## src/rtl/tmr_pkg.sv

```systemverilog
package tmr_pkg;
  localparam int CNT_W  = 16;
  localparam int CTRL_W = 7;

  typedef enum logic [1:0] {
    ADR_CTRL = 2'd0,
    ADR_CNT  = 2'd1,
    ADR_GRA  = 2'd2,
    ADR_GRB  = 2'd3
  } reg_adr_e;

  typedef enum logic [2:0] {
    CK_DIV1   = 3'b000,
    CK_DIV4   = 3'b001,
    CK_DIV16  = 3'b010,
    CK_DIV64  = 3'b011,
    CK_PIN_A  = 3'b100,
    CK_PIN_C  = 3'b101,
    CK_DIV256 = 3'b110,
    CK_PIN_D  = 3'b111
  } clk_sel_e;

  typedef enum logic [1:0] {
    CLR_NONE = 2'b00,
    CLR_GRA  = 2'b01,
    CLR_GRB  = 2'b10,
    CLR_SYNC = 2'b11
  } clr_sel_e;

  typedef struct packed {
    logic [1:0] clr_sel;
    logic [1:0] edge_sel;
    logic [2:0] clk_sel;
  } ctrl_t;
endpackage

```

## src/rtl/tmr_prescaler.sv

```systemverilog
module tmr_prescaler #(
  parameter int NUM_TAPS = 4
) (
  input  logic                clk,
  input  logic                rst_n,
  output logic [NUM_TAPS-1:0] tap_rise,
  output logic [NUM_TAPS-1:0] tap_fall
);
  // Tap i sits at bit 2*i+1, giving divide ratios 4, 16, 64, 256, ...
  localparam int DIV_W = 2 * NUM_TAPS;

  logic [DIV_W-1:0] div_cnt;

  always_ff @(posedge clk or negedge rst_n) begin
    if (!rst_n) div_cnt <= '0;
    else        div_cnt <= div_cnt + 1'b1;
  end

  for (genvar i = 0; i < NUM_TAPS; i++) begin : g_tap
    localparam int B = 2 * i + 1;
    // Tap bit has just become 1 with all lower bits 0: rising transition.
    assign tap_rise[i] = (div_cnt[B:0] == {1'b1, {B{1'b0}}});
    // All bits up to the tap are 0: the tap has just fallen.
    assign tap_fall[i] = (div_cnt[B:0] == '0);
  end
endmodule

```

## src/rtl/tmr_ext_edge.sv

```systemverilog
module tmr_ext_edge #(
  parameter int SYNC_STAGES = 2
) (
  input  logic clk,
  input  logic rst_n,
  input  logic pin,
  output logic rise,
  output logic fall
);
  logic [SYNC_STAGES:0] shift_q;

  always_ff @(posedge clk or negedge rst_n) begin
    if (!rst_n) shift_q <= '0;
    else        shift_q <= {shift_q[SYNC_STAGES-1:0], pin};
  end

  assign rise =  shift_q[SYNC_STAGES-1] & ~shift_q[SYNC_STAGES];
  assign fall = ~shift_q[SYNC_STAGES-1] &  shift_q[SYNC_STAGES];
endmodule

```

## src/rtl/tmr_count_core.sv

```systemverilog
module tmr_count_core
  import tmr_pkg::*;
#(
  parameter int W = 16
) (
  input  logic         clk,
  input  logic         rst_n,
  input  logic         cnt_en,
  input  clr_sel_e     clr_sel,
  input  logic         sync_clr,
  input  logic [W-1:0] gra,
  input  logic [W-1:0] grb,
  input  logic         wr_cnt,
  input  logic [W-1:0] wr_val,
  output logic [W-1:0] count,
  output logic         match_a,
  output logic         match_b
);
  logic clear_hit;

  assign match_a = cnt_en && (count == gra);
  assign match_b = cnt_en && (count == grb);

  always_comb begin
    unique case (clr_sel)
      CLR_GRA:  clear_hit = match_a;
      CLR_GRB:  clear_hit = match_b;
      CLR_SYNC: clear_hit = sync_clr;
      default:  clear_hit = 1'b0;
    endcase
  end

  always_ff @(posedge clk or negedge rst_n) begin
    if (!rst_n)         count <= '0;
    else if (wr_cnt)    count <= wr_val;
    else if (clear_hit) count <= '0;
    else if (cnt_en)    count <= count + 1'b1;
  end
endmodule

```

## src/rtl/tmr_chan_ctl.sv

```systemverilog
module tmr_chan_ctl
  import tmr_pkg::*;
(
  input  logic             clk,
  input  logic             rst_n,
  input  logic             reg_we,
  input  logic [1:0]       reg_addr,
  input  logic [CNT_W-1:0] reg_wdata,
  output logic [CNT_W-1:0] reg_rdata,
  input  logic             ext_pin_a,
  input  logic             ext_pin_c,
  input  logic             ext_pin_d,
  input  logic             sync_clr_in,
  input  logic             phase_mode,
  output logic [CNT_W-1:0] count_value,
  output logic             cmp_hit_a,
  output logic             cmp_hit_b
);
  localparam int NUM_TAPS = 4;
  localparam int NUM_PINS = 3;

  ctrl_t            ctrl_q;
  logic [CNT_W-1:0] gra_q, grb_q;
  logic [NUM_TAPS-1:0] tap_rise, tap_fall;
  logic [NUM_PINS-1:0] pin_in, pin_rise, pin_fall;
  logic             src_rise, src_fall, cnt_en, wr_cnt;

  // Register writes
  always_ff @(posedge clk or negedge rst_n) begin
    if (!rst_n) begin
      ctrl_q <= '0;
      gra_q  <= '1;
      grb_q  <= '1;
    end else if (reg_we) begin
      unique case (reg_adr_e'(reg_addr))
        ADR_CTRL: ctrl_q <= ctrl_t'(reg_wdata[CTRL_W-1:0]);
        ADR_GRA:  gra_q  <= reg_wdata;
        ADR_GRB:  grb_q  <= reg_wdata;
        default:  ;
      endcase
    end
  end

  always_comb begin
    unique case (reg_adr_e'(reg_addr))
      ADR_CTRL: reg_rdata = {{(CNT_W-CTRL_W){1'b0}}, ctrl_q};
      ADR_CNT:  reg_rdata = count_value;
      ADR_GRA:  reg_rdata = gra_q;
      default:  reg_rdata = grb_q;
    endcase
  end

  tmr_prescaler #(.NUM_TAPS(NUM_TAPS)) u_presc (
    .clk(clk), .rst_n(rst_n), .tap_rise(tap_rise), .tap_fall(tap_fall)
  );

  assign pin_in = {ext_pin_d, ext_pin_c, ext_pin_a};

  for (genvar p = 0; p < NUM_PINS; p++) begin : g_pin
    tmr_ext_edge #(.SYNC_STAGES(2)) u_edge (
      .clk(clk), .rst_n(rst_n), .pin(pin_in[p]),
      .rise(pin_rise[p]), .fall(pin_fall[p])
    );
  end

  // Source selection
  always_comb begin
    src_rise = 1'b0;
    src_fall = 1'b0;
    unique case (clk_sel_e'(ctrl_q.clk_sel))
      CK_DIV4:   begin src_rise = tap_rise[0]; src_fall = tap_fall[0]; end
      CK_DIV16:  begin src_rise = tap_rise[1]; src_fall = tap_fall[1]; end
      CK_DIV64:  begin src_rise = tap_rise[2]; src_fall = tap_fall[2]; end
      CK_DIV256: begin src_rise = tap_rise[3]; src_fall = tap_fall[3]; end
      CK_PIN_A:  begin src_rise = pin_rise[0]; src_fall = pin_fall[0]; end
      CK_PIN_C:  begin src_rise = pin_rise[1]; src_fall = pin_fall[1]; end
      CK_PIN_D:  begin src_rise = pin_rise[2]; src_fall = pin_fall[2]; end
      default:   ;
    endcase
  end

  // Edge qualification; the undivided clock ignores the edge field
  always_comb begin
    if (phase_mode)
      cnt_en = 1'b0;
    else if (clk_sel_e'(ctrl_q.clk_sel) == CK_DIV1)
      cnt_en = 1'b1;
    else if (ctrl_q.edge_sel[1])
      cnt_en = src_rise | src_fall;
    else if (ctrl_q.edge_sel[0])
      cnt_en = src_fall;
    else
      cnt_en = src_rise;
  end

  assign wr_cnt = reg_we && (reg_adr_e'(reg_addr) == ADR_CNT);

  tmr_count_core #(.W(CNT_W)) u_core (
    .clk(clk), .rst_n(rst_n), .cnt_en(cnt_en),
    .clr_sel(clr_sel_e'(ctrl_q.clr_sel)), .sync_clr(sync_clr_in),
    .gra(gra_q), .grb(grb_q), .wr_cnt(wr_cnt), .wr_val(reg_wdata),
    .count(count_value), .match_a(cmp_hit_a), .match_b(cmp_hit_b)
  );
endmodule

```

## config.mk

```make
export PLATFORM = sky130hd
export DESIGN_NAME = tmr_chan_ctl
export DESIGN_NICKNAME = d
export VERILOG_FILES = /design/src/rtl/tmr_pkg.sv /design/src/rtl/tmr_prescaler.sv /design/src/rtl/tmr_ext_edge.sv /design/src/rtl/tmr_count_core.sv /design/src/rtl/tmr_chan_ctl.sv
export SDC_FILE = /design/constraint.sdc
export NUM_CORES = 1
export LEC_CHECK = 0
export BUFFER_PORTS_ARGS = -buffer_cell sky130_fd_sc_hd__buf_2
export CAP_MARGIN = 20
export CORE_UTILIZATION = 57
export DETAILED_ROUTE_END_ITERATION = 10
export GPL_ROUTABILITY_DRIVEN = 0
export PLACE_DENSITY = 0.78
export REMOVE_ABC_BUFFERS = 1
export SLEW_MARGIN = 20
export SYNTH_ARGS = -nofsm -noshare
export SYNTH_HDL_FRONTEND = slang
export SYNTH_SLANG_ARGS = --single-unit
export TNS_END_PERCENT = 30
```

## constraint.sdc

```tcl
create_clock -name clk -period 3.5 [get_ports clk]
set_clock_uncertainty 0.1 [all_clocks]
set_input_delay 0.7 -clock clk [delete_from_list [all_inputs] [get_ports clk]]
set_output_delay 0.7 -clock clk [all_outputs]
set_load 0.1 [all_outputs]
```

Word level (Yosys, flattened, before mapping)
Index checks and enable logic that the tools add are counted. W data, S select, Z words.

Add/subtract/negate cells: 2. Equality and inequality tests: 19. Reductions and logical operators: 13. Bitwise gates (word level): 13. Muxes and demuxes: 11.

Operators by type and width (count): $mux W16 (3); $pmux W16 S3 (1); $eq A16 B16 Y1 (2); $add A16 B1 Y16 const B (1); $pmux W1 S7 (2); $eq A3 B3 Y1 const B (4); $eq A2 B2 Y1 const B (5); $add A8 B1 Y8 const B (1); $eq A8 B8 Y1 const B (1); $logic_not A8 Y1 (1); $and A1 B1 Y1 (6); $eq A3 B2 Y1 const B (2); $eq A6 B6 Y1 const B (1); $logic_not A6 Y1 (1); $not A1 Y1 (6); $reduce_and A2 Y1 (3); $eq A2 B1 Y1 const B (2); $eq A4 B4 Y1 const B (1); $logic_not A2 Y1 (2); $logic_not A4 Y1 (1); $mux W1 (4); $eq A3 B1 Y1 const B (1); $logic_and A1 B1 Y1 (3); $logic_not A3 Y1 (1); 3 further kinds (3).

Word-level logic and storage cells: 68. Flip-flop bits (word level): 72.

Longest topological paths before layout
Gate-level depths: netlist of run 1.

Depth in word-level cells: 11. Mapped depth: 11. Gate-level depth less buffers: 10.

Cells and area by module
Synthesis of run 1 repeated with hierarchy kept, for this count alone.

Cells, all modules: 351. Area total of the unflattened synthesis: 4172.8 um^2.

By module, submodules not included: tmr_chan_ctl (cells each 142, area each 2073.2 um^2, sequential area each 1016.0 um^2, times used 1); tmr_count_core (cells each 160, area each 1428.9 um^2, sequential area each 400.4 um^2, times used 1); tmr_prescaler (cells each 34, area each 400.4 um^2, sequential area each 200.2 um^2, times used 1); tmr_ext_edge (cells each 5, area each 90.1 um^2, sequential area each 75.1 um^2, times used 3).

Least setup slack after synthesis of run 1
OpenSTA, ideal clock, no wires.

Path type: reg-to-output. From: reg u_presc.div_cnt[0]. To: out cmp_hit_a. Path slack: -0.627 ns. Buffers on the path: 1. Required time: 2.700 ns. Stages on the path, launching flop included: 10. Data arrival time: 3.327 ns. Path through: dfrtp_1 > inv_1 > ha_1 > nand4bb_1 > or4_1 > a32oi_1 > o31ai_2 > or2_2 > clkbuf_2 > nor2_1.

Longest elaborated chain between the ends: 7. Elaborated cells on any way between the ends: 16. Classes of those cells: eq/ne: 4; mux: 6; bitwise: 1; reduce/logical: 5.

Ends and longest elaborated chain: start, declared (line tmr_prescaler.sv:12) `logic [DIV_W-1:0] div_cnt;`; start signal, assigned (line tmr_prescaler.sv:16) `else div_cnt <= div_cnt + 1'b1;`; $eq A8 B8 Y1, or another cell as far along (line tmr_prescaler.sv:22) `assign tap_rise[i] = (div_cnt[B:0] == {1'b1, {B{1'b0}}});`; $pmux W1 S7 (line tmr_chan_ctl.sv:70) `unique case (clk_sel_e'(ctrl_q.clk_sel))`; $mux W1 or $or A1 B1 Y1 (tied branches) (line tmr_chan_ctl.sv:90, tmr_chan_ctl.sv:89); $mux W1 (*) (line tmr_chan_ctl.sv:88) `else if (ctrl_q.edge_sel[1])`; $mux W1 (*) (line tmr_chan_ctl.sv:86) `else if (clk_sel_e'(ctrl_q.clk_sel) == CK_DIV1)`; $mux W1 (*) (line tmr_chan_ctl.sv:84) `if (phase_mode)`; $logic_and A1 B1 Y1 (*) (line tmr_count_core.sv:21) `assign match_a = cnt_en && (count == gra);`; end, declared (line tmr_chan_ctl.sv:16) `output logic cmp_hit_a,`.

Every way passes the cells marked *; elsewhere a longest branch is shown, timed or not.

Final worst setup path of run 1
Ends and elaborated chain as after synthesis.

==> results of run 1 <==
## per-layer routing
metal	track usage	vias up	part of all wire
li1	-	1435	-
met1	0.381	1594	0.42
met2	0.440	131	0.48
met3	0.0771	19	0.070
met4	0.102	0	0.020
met5	0	-	0
## layout make-up
cell class              count  area, sq um  share of cell area
multi-input cells         254         2140               0.436
flip-flops and latches     72         1840               0.375
repair buffers             74          586               0.119
clock buffers              10          138              0.0280
well taps                  96          120              0.0244
clock inverters             6         67.6              0.0137
inverters                   6         22.5             0.00458
## power groups by stage
| stage | clock network [mW] | registers (mW) | logic (mW) |
|---|---|---|---|
| final | 0.680 | 1.23 | 1.37 |
| after global routing | 0.726 | 1.26 | 1.42 |
| after CTS | 0.696 | 1.23 | 1.36 |
| after detailed placement | 0 | 1.24 | 1.35 |
| after global placement | 0 | 1.23 | 1.33 |
| after floorplan | 0 | 1.52 | 0.709 |
## worst max-delay path, delay by kind of cell (launching register included)
family	cells	cell delay [ps]
and+or+nand+nor	4	1060
DFF	1	390
AOI/OAI and AO/OA	2	310
buffers and inverters	2	280
adders and majority gates	1	210
## kinds of logic after synthesis
kind of cell | Yosys count | share of synthesized area
compound gates | 44 | 0.0819
mux | 56 | 0.173
flops | 72 | 0.450
fa+ha+maj | 4 | 0.0122
buf+inv | 34 | 0.0345
xor+xnor | 50 | 0.107
simple gates | 100 | 0.141
## timing repair
| action | 4_1_cts | 5_1_grt |
|---|---|---|
| resized for setup | 7 | 3 |
| buffers inserted | 2 | 3 |
| setup endpoints to repair | 2 | 3 |
| pin swaps | 1 | 3 |
## how the worst max path moves through the flow
stage,endpoint,slack (ps),depth (start not counted)
finish,cmp_hit_a,90,9
global route,cmp_hit_a,10,9
CTS,cmp_hit_a,20,9
detailed placement,cmp_hit_a,160,9
global placement,cmp_hit_b,200,9
floorplan,cmp_hit_a,-660,8
## layout by cell type (no fill, tap or decap), drive strengths merged, types with 2 or more instances in the layout
cell type / synthesis / final
a2111oi: 4 / 4
a211oi: 2 / 2
a21oi: 7 / 7
a22o: 10 / 10
and3: 3 / 3
buf: 7 / 74
clkbuf: 21 / 10
clkinv: 0 / 2
clkinvlp: 0 / 2
dfrtp: 40 / 40
dfstp: 32 / 32
ha: 4 / 4
inv: 6 / 7
mux2: 48 / 48
mux4: 7 / 7
nand2: 22 / 22
nand2b: 3 / 3
nand3: 12 / 12
nand3b: 4 / 4
nand4: 4 / 4
nand4b: 2 / 2
nand4bb: 2 / 2
nor2: 11 / 11
nor2b: 2 / 2
nor3: 8 / 8
nor3b: 2 / 2
nor4: 11 / 11
nor4b: 4 / 4
o211ai: 2 / 2
o21ai: 3 / 3
o31ai: 14 / 14
or2: 4 / 4
or4: 3 / 3
xnor2: 14 / 14
xor2: 36 / 36
## stage by stage
| stage | utilization | setup WS (ps) | hold WS (ps) |
|---|---|---|---|
| 3_5_place_dp | 0.676 | 156 | 236 |
| 6_report | 0.716 | 92.1 | 253 |
| 2_1_floorplan | - | -664 | 231 |
| 4_1_cts | 0.712 | 15.1 | 250 |
| 5_1_grt | 0.716 | 13.9 | 262 |
| 3_3_place_gp | 0.676 | 202 | 234 |
## sequential cells by signal (all words and copies together), names as in the netlist
signal and flops:
ctrl_q 7, g_pin.u_edge.shift_q 9, u_core.count 16, u_presc.div_cnt 8, gra_q 16, grb_q 16
==> key figures, run 1 <==
Status
  • Run status: finished clean

Floorplan
  • Number of rows in the core area: 30
  • Area inside the core boundary: 6870 sq um
  • X dimension of the die: 86.7 um
  • DIE AREA: around 7500 sq um
  • Y dimension of the die: slightly below 90 um
  • Starting Density: 0.596
  • Count of pins on the block boundary: 60

Power
  • Overall power after layout: around 3.3 mW
  • Total net switching power: between 1 and 1.5 mW
  • Switching fraction of total power: 0.455
  • Part of the power in combinational logic: 0.417
  • Max IR drop VDD: 0.459 mV
  • Share of power burned in registers: 0.376
  • PwrDens: between 600 and 700 nW/um^2
  • Leakage component of the power: 2.07 nW
  • Clk network pwr share: 0.207
  • Internal Pwr Total: approximately 1.8 mW

Final layout
  • Fraction of final layout cells with drive strength greater than 1: 0.462
  • Layout area overhead: 20.2%
  • Ant diodes: 0
  • FILL cells: between 400 and 500
  • Number of nets at the end of the flow: roughly 450
  • Final instance count without filler cells: a little over 500
  • Area of all placed cells without fillers: 4920 sq um

GRT
  • Global-route wire length before repair: between 15,000 and 20,000 um
  • Global router's overall resource usage: 0.282
  • Pin count of the biggest net entering global routing: 38
  • Remaining global-route overflow: 0
  • Antenna violations before repair: 0
  • Vias in the first global route: 3,025

Routing
  • Number of optimization iterations in the first detailed-route pass: 4
  • Final WL: 9620 um
  • Detail-routed via count per cell: just over 6
  • Final antenna-violating net count: 0
  • Routed via count: around 3,200
  • Number of remaining DRC errors: 0
  • Routed WL per cell: around 19 um
  • Count of routing violations after the opening detailed-route iteration: between 300 and 400

Placed design
  • DPL Wire Length: 6690 um
  • Cell area reported after detailed placement: 4640 sq um
  • Placed Cells incl. Taps: ~500
  • Count of buffers inserted at the top-level ports: slightly below 60

Run
  • Max-Cap Viols: 0

Setup path
  • Destination of the worst register-to-register timing path: u_core.count[14]$_DFFE_PN0P_
  • Reg-to-Reg Start: u_presc.div_cnt[1]$_DFF_PN0_
  • Library cell contributing the largest single delay on the critical path: sky130_fd_sc_hd__or4_4
  • Chain of cells forming the critical path: inv_1, ha_2, nand4bb_1, or4_4, a32oi_2, o31ai_2, or2_4, nor2_4, buf_12
  • Required time of the worst setup path: ~2700 ps
  • Largest fanout on the critical path: 4
  • Type of origin of the critical path: register
  • Reg2Reg Setup Slack: 200 ps
  • Register-to-Register Path Depth: 12
  • Capturing element type of the critical path: output pin
  • Crit Path Class: reg2out
  • Slowest stage delay, CP: 460 ps
  • Critical path launch point: u_presc.div_cnt[0]$_DFF_PN0_
  • Arrival time at the worst endpoint: 2610 ps

Clock network
  • Clock tree from TritonCTS: done
  • Post-CTS clock slew at the launch and capture registers of the worst setup and hold paths: ~80 ps
  • Max clock buf depth: 2
  • Number of buffers created by CTS: 9
  • H-Tree Level Count: 3
  • Count of hold buffers inserted by post-cts repair: 0
  • Clock net sink count: 72
  • Clock insertion delay at the later pin of the skew report: about 360 ps
  • Clock tree root driver cell: sky130_fd_sc_hd__clkbuf_8

Yosys
  • Instance count of the mapped netlist: between 300 and 400
  • Top cell types by occurrence after synthesis: sky130_fd_sc_hd__mux2_2 (48), sky130_fd_sc_hd__dfrtp_1 (40), sky130_fd_sc_hd__xor2_1 (36), sky130_fd_sc_hd__dfstp_2 (32), sky130_fd_sc_hd__nand2_1 (22)
  • Count of different cell masters after synthesis: 47
  • Synth warnings: 0
  • Ranking of synthesized cells by area: sky130_fd_sc_hd__dfrtp_1 (24%), sky130_fd_sc_hd__dfstp_2 (21%), sky130_fd_sc_hd__mux2_2 (13%), sky130_fd_sc_hd__xor2_1 (7.7%), sky130_fd_sc_hd__mux4_2 (3.9%)
  • Area share of the largest cell type after synthesis: 0.245
  • Primary FF master, synth: sky130_fd_sc_hd__dfrtp_1
  • #FFs+latches synth: between 70 and 80
  • Mean instance size in the synthesized netlist: about 11 sq um
  • Summed instance area of the synthesized netlist: 4090 sq um
  • Biggest area consumer among synthesized cells: sky130_fd_sc_hd__dfrtp_1
  • Proportion of register bits with asynchronous set or reset after synthesis: 1.00
  • Proportion of synthesized chip area in sequential cells: 0.450
  • Leading cell type by number of instances after synthesis: sky130_fd_sc_hd__mux2_2
  • Post-synth EDFFs: 0

Timing
  • Number of pins exceeding their max-slew limit in the final report: 0
  • Final period utilization: 0.974
  • Relative slew slack: 0.437
  • Total negative slack: 0 ps
  • Worst-Margin Slew: around 840 ps
  • Final setup fails: 0
  • Unrepaired setup endpoints after global routing: no
  • Min Tclk post-route: approximately 3400 ps
  • Timing-limited maximum frequency: 293 MHz
  • Final Hold Fails: 0

Hold path
  • Cell depth of the worst min-delay path: 0
  • Sink of the worst hold path: g_pin[0].u_edge.shift_q[1]$_DFF_PN0_
  • Launch point of the worst hold path: g_pin[0].u_edge.shift_q[0]$_DFF_PN0_
  • Tightest Hold Check Type: reg2reg
Note: power is estimated with default switching activity, not from simulation.
==> run 2, diff against run 1 <==
Settings changed: CORE_UTILIZATION 57 to 62, PLACE_DENSITY 0.78 to 0.84.
Clock period 3.5 ns to 4.24 ns, I/O delays scaled along.
==> run 2 against run 1 <==
Compared with the run above:
- via count decreased by 0.50%
- wire length increased by 3.3%
- cell count decreased by 5.4%
- critical path depth unchanged
- register-to-register slack improved by 540 ps
- core utilization increased by 0.97 points
- sequential power decreased by 17%
- power decreased by 20%
- sequential cell count unchanged
==> key figures, run 2 (synthesis gave the netlist of run 1 again) <==
Timing
  • Total negative slack: 0 ps (unchanged)
  • Relative slew slack: 0.325 (-0.112)
  • Worst setup margin: 160 ps (+68.3 ps)
  • Final Hold Fails: 0 (unchanged)
  • Number of pins exceeding their max-slew limit in the final report: 0 (unchanged)
  • Post-route worst hold slack: 253 ps (+0.169 ps)
  • Timing-limited maximum frequency: roughly 250 MHz
  • Unrepaired setup endpoints after global routing: no
  • Min Tclk post-route: ~4100 ps
  • Final setup fails: 0 (unchanged)
  • Final period utilization: 0.962
  • Worst-Margin Slew: 1010 ps (+165 ps)

Setup path
  • Reg-to-Reg Start: u_presc.div_cnt[0]$_DFF_PN0_
  • Slowest stage delay, CP: 540 ps (+80 ps)
  • Cell family with most CP delay: simple AND/OR/NAND/NOR gates
  • Type of origin of the critical path: register
  • Arrival time at the worst endpoint: 3130 ps (+520 ps)
  • Chain of cells forming the critical path: inv_1, ha_1, nand4bb_1, or4_1, a32oi_1, o31ai_2, or2_2, nor2_1, buf_2
  • Required time of the worst setup path: 3290 ps (+590 ps)
  • Crit Path Class: reg2out
  • Crit path buffers/inverters: 2 (unchanged)
  • Library cell contributing the largest single delay on the critical path: sky130_fd_sc_hd__or4_1
  • Capturing element type of the critical path: output pin
  • Critical path launch point: u_presc.div_cnt[0]$_DFF_PN0_
  • Largest fanout on the critical path: 6 (+2)
  • Reg2Reg Setup Slack: 740 ps (+540 ps)

Placed design
  • Post-Place Worst Slack: 600 ps (+444 ps)
  • Count of buffers inserted at the top-level ports: 59 (unchanged)
  • Placed Cells incl. Taps: 474 (-4.6%)
  • DPL Wire Length: 6750 um (+0.93%)

Clock network
  • Clock net sink count: 72 (unchanged)
  • Buffers inserted during post-CTS setup optimization: 0 (-2)
  • Post-cts resize count: 0 (-7)
  • Post-CTS clock slew at the launch and capture registers of the worst setup and hold paths: 80 ps (about the same)
  • Max clock buf depth: 2 (unchanged)
  • Clock insertion delay at the later pin of the skew report: 350 ps (about the same)
  • Number of buffers created by CTS: 9 (unchanged)
  • H-Tree Level Count: 3 (unchanged)
  • Clock tree from TritonCTS: done
  • Clock tree root driver cell: sky130_fd_sc_hd__clkbuf_8
  • Count of hold buffers inserted by post-cts repair: 0 (unchanged)

GRT
  • Pin count of the biggest net entering global routing: 42 (+11%)
  • Global-route wire length before repair: 15,900 um (+1.7%)
  • Antenna violations before repair: 0 (unchanged)
  • Remaining global-route overflow: 0 (unchanged)
  • Global router's overall resource usage: 0.299 (+0.0168)
  • Vias in the first global route: 3,188 (+5.4%)

Floorplan
  • Number of rows in the core area: 29 (-3.3%)
  • Starting Density: 0.645 (+0.0487)
  • X dimension of the die: 83.2 um (-4.0%)
  • DIE AREA: 6930 sq um (-7.9%)
  • Area inside the core boundary: 6350 sq um (-7.6%)
  • Y dimension of the die: 83.2 um (-4.0%)
  • Count of pins on the block boundary: 60 (unchanged)

Routing
  • Final antenna-violating net count: 0 (unchanged)
  • Count of routing violations after the opening detailed-route iteration: 284 (-8.4%)
  • Routed WL per cell: 20.3 um (+9.2%)
  • Number of optimization iterations in the first detailed-route pass: 5 (+1)
  • Detail-routed via count per cell: 6.46 (+5.2%)
  • Routed via count: 3,163 (-0.50%)
  • Final WL: 9940 um (+3.3%)
  • Number of remaining DRC errors: 0 (unchanged)

Power
  • Leakage component of the power: 1.97 nW (-4.7%)
  • PwrDens: 569 nW/um^2 (-15%)
  • Max IR drop VDD: 0.347 mV (-24%)
  • Overall power after layout: 2.63 mW (-20%)

Final layout
  • Sequential cell area in the final layout: 1840 sq um (-0.14%)
  • Leading cell type in the layout, fill and taps excluded: sky130_fd_sc_hd__buf_2
  • FILL cells: 437 (-12%)
  • Number of nets at the end of the flow: 438 (-2.0%)
  • Ant diodes: 0 (unchanged)
  • Layout area overhead: 12.7%
  • Fraction of final layout cells with drive strength greater than 1: 0.431 (-0.0311)
  • Multi-input gate area: 2110 sq um (-1.5%)
  • Biggest registers after layout: gra_q x16, grb_q x16, u_core.count x16
  • Final instance count without filler cells: 490 (-5.4%)
  • Most used cells in the layout excluding fill and tap cells: sky130_fd_sc_hd__buf_2 (59), sky130_fd_sc_hd__mux2_2 (48), sky130_fd_sc_hd__dfrtp_1 (40)

Hold path
  • Tightest Hold Check Type: reg2reg
  • Launch point of the worst hold path: g_pin[0].u_edge.shift_q[0]$_DFF_PN0_

Status
  • Run status: finished clean

Run
  • Max-Cap Viols: 0 (unchanged)
[run 2: worst register-to-register path, stage by stage, from the launching register on]
cell                        delay (ps)
sky130_fd_sc_hd__dfrtp_1           410
sky130_fd_sc_hd__inv_1             110
sky130_fd_sc_hd__ha_1              220
sky130_fd_sc_hd__nand4bb_1         170
sky130_fd_sc_hd__or4_1             540
sky130_fd_sc_hd__a32oi_1           260
sky130_fd_sc_hd__o31ai_2            90
sky130_fd_sc_hd__buf_4             200
sky130_fd_sc_hd__or4_1             570
sky130_fd_sc_hd__o211ai_2          350
sky130_fd_sc_hd__a2111oi_0         300
[run 2: layout make-up]
| class | instances | area share |
|---|---|---|
| Clock buffer | 10 | 0.0277 |
| Timing Repair Buffer | 65 | 0.0738 |
| Tap cell | 77 | 0.0209 |
| Inverter | 6 | 0.00488 |
| Clock inverter | 6 | 0.0152 |
| Sequential cell | 72 | 0.399 |
| Multi-Input combinational cell | 254 | 0.458 |
[run 2: report_power, final]
group	switching, mW	internal, mW
logic	0.777	0.288
clock network	0.266	0.273
registers	0.178	0.843
total	1.22	1.40
[run 2: worst paths after layout]
kind / end / cells past startpoint
max in group asynchronous: gra_q[3]$_DFFE_PN1P_ / 2
max reg2reg: u_core.count[14]$_DFFE_PN0P_ / 10
min in group asynchronous: u_presc.div_cnt[0]$_DFF_PN0_ / 1
min: g_pin[0].u_edge.shift_q[1]$_DFF_PN0_ / 0
max: cmp_hit_b / 9
min reg2reg: g_pin[0].u_edge.shift_q[1]$_DFF_PN0_ / 0
[run 2: metal layers]
metal  vias to the layer above  GRT usage  share of wire
met2                       180      0.478           0.49
met1                      1546      0.398           0.41
met4                         0      0.136          0.025
met5                         -          0              0
li1                       1406          -              -
met3                        31     0.0577          0.075
[run 2: through the flow]
step           area, sq um   util
4_1_cts               4610  0.726
5_1_grt               4610  0.726
2_1_floorplan         3970      -
3_3_place_gp          4410  0.695
6_report              4610  0.726
3_5_place_dp          4410  0.695
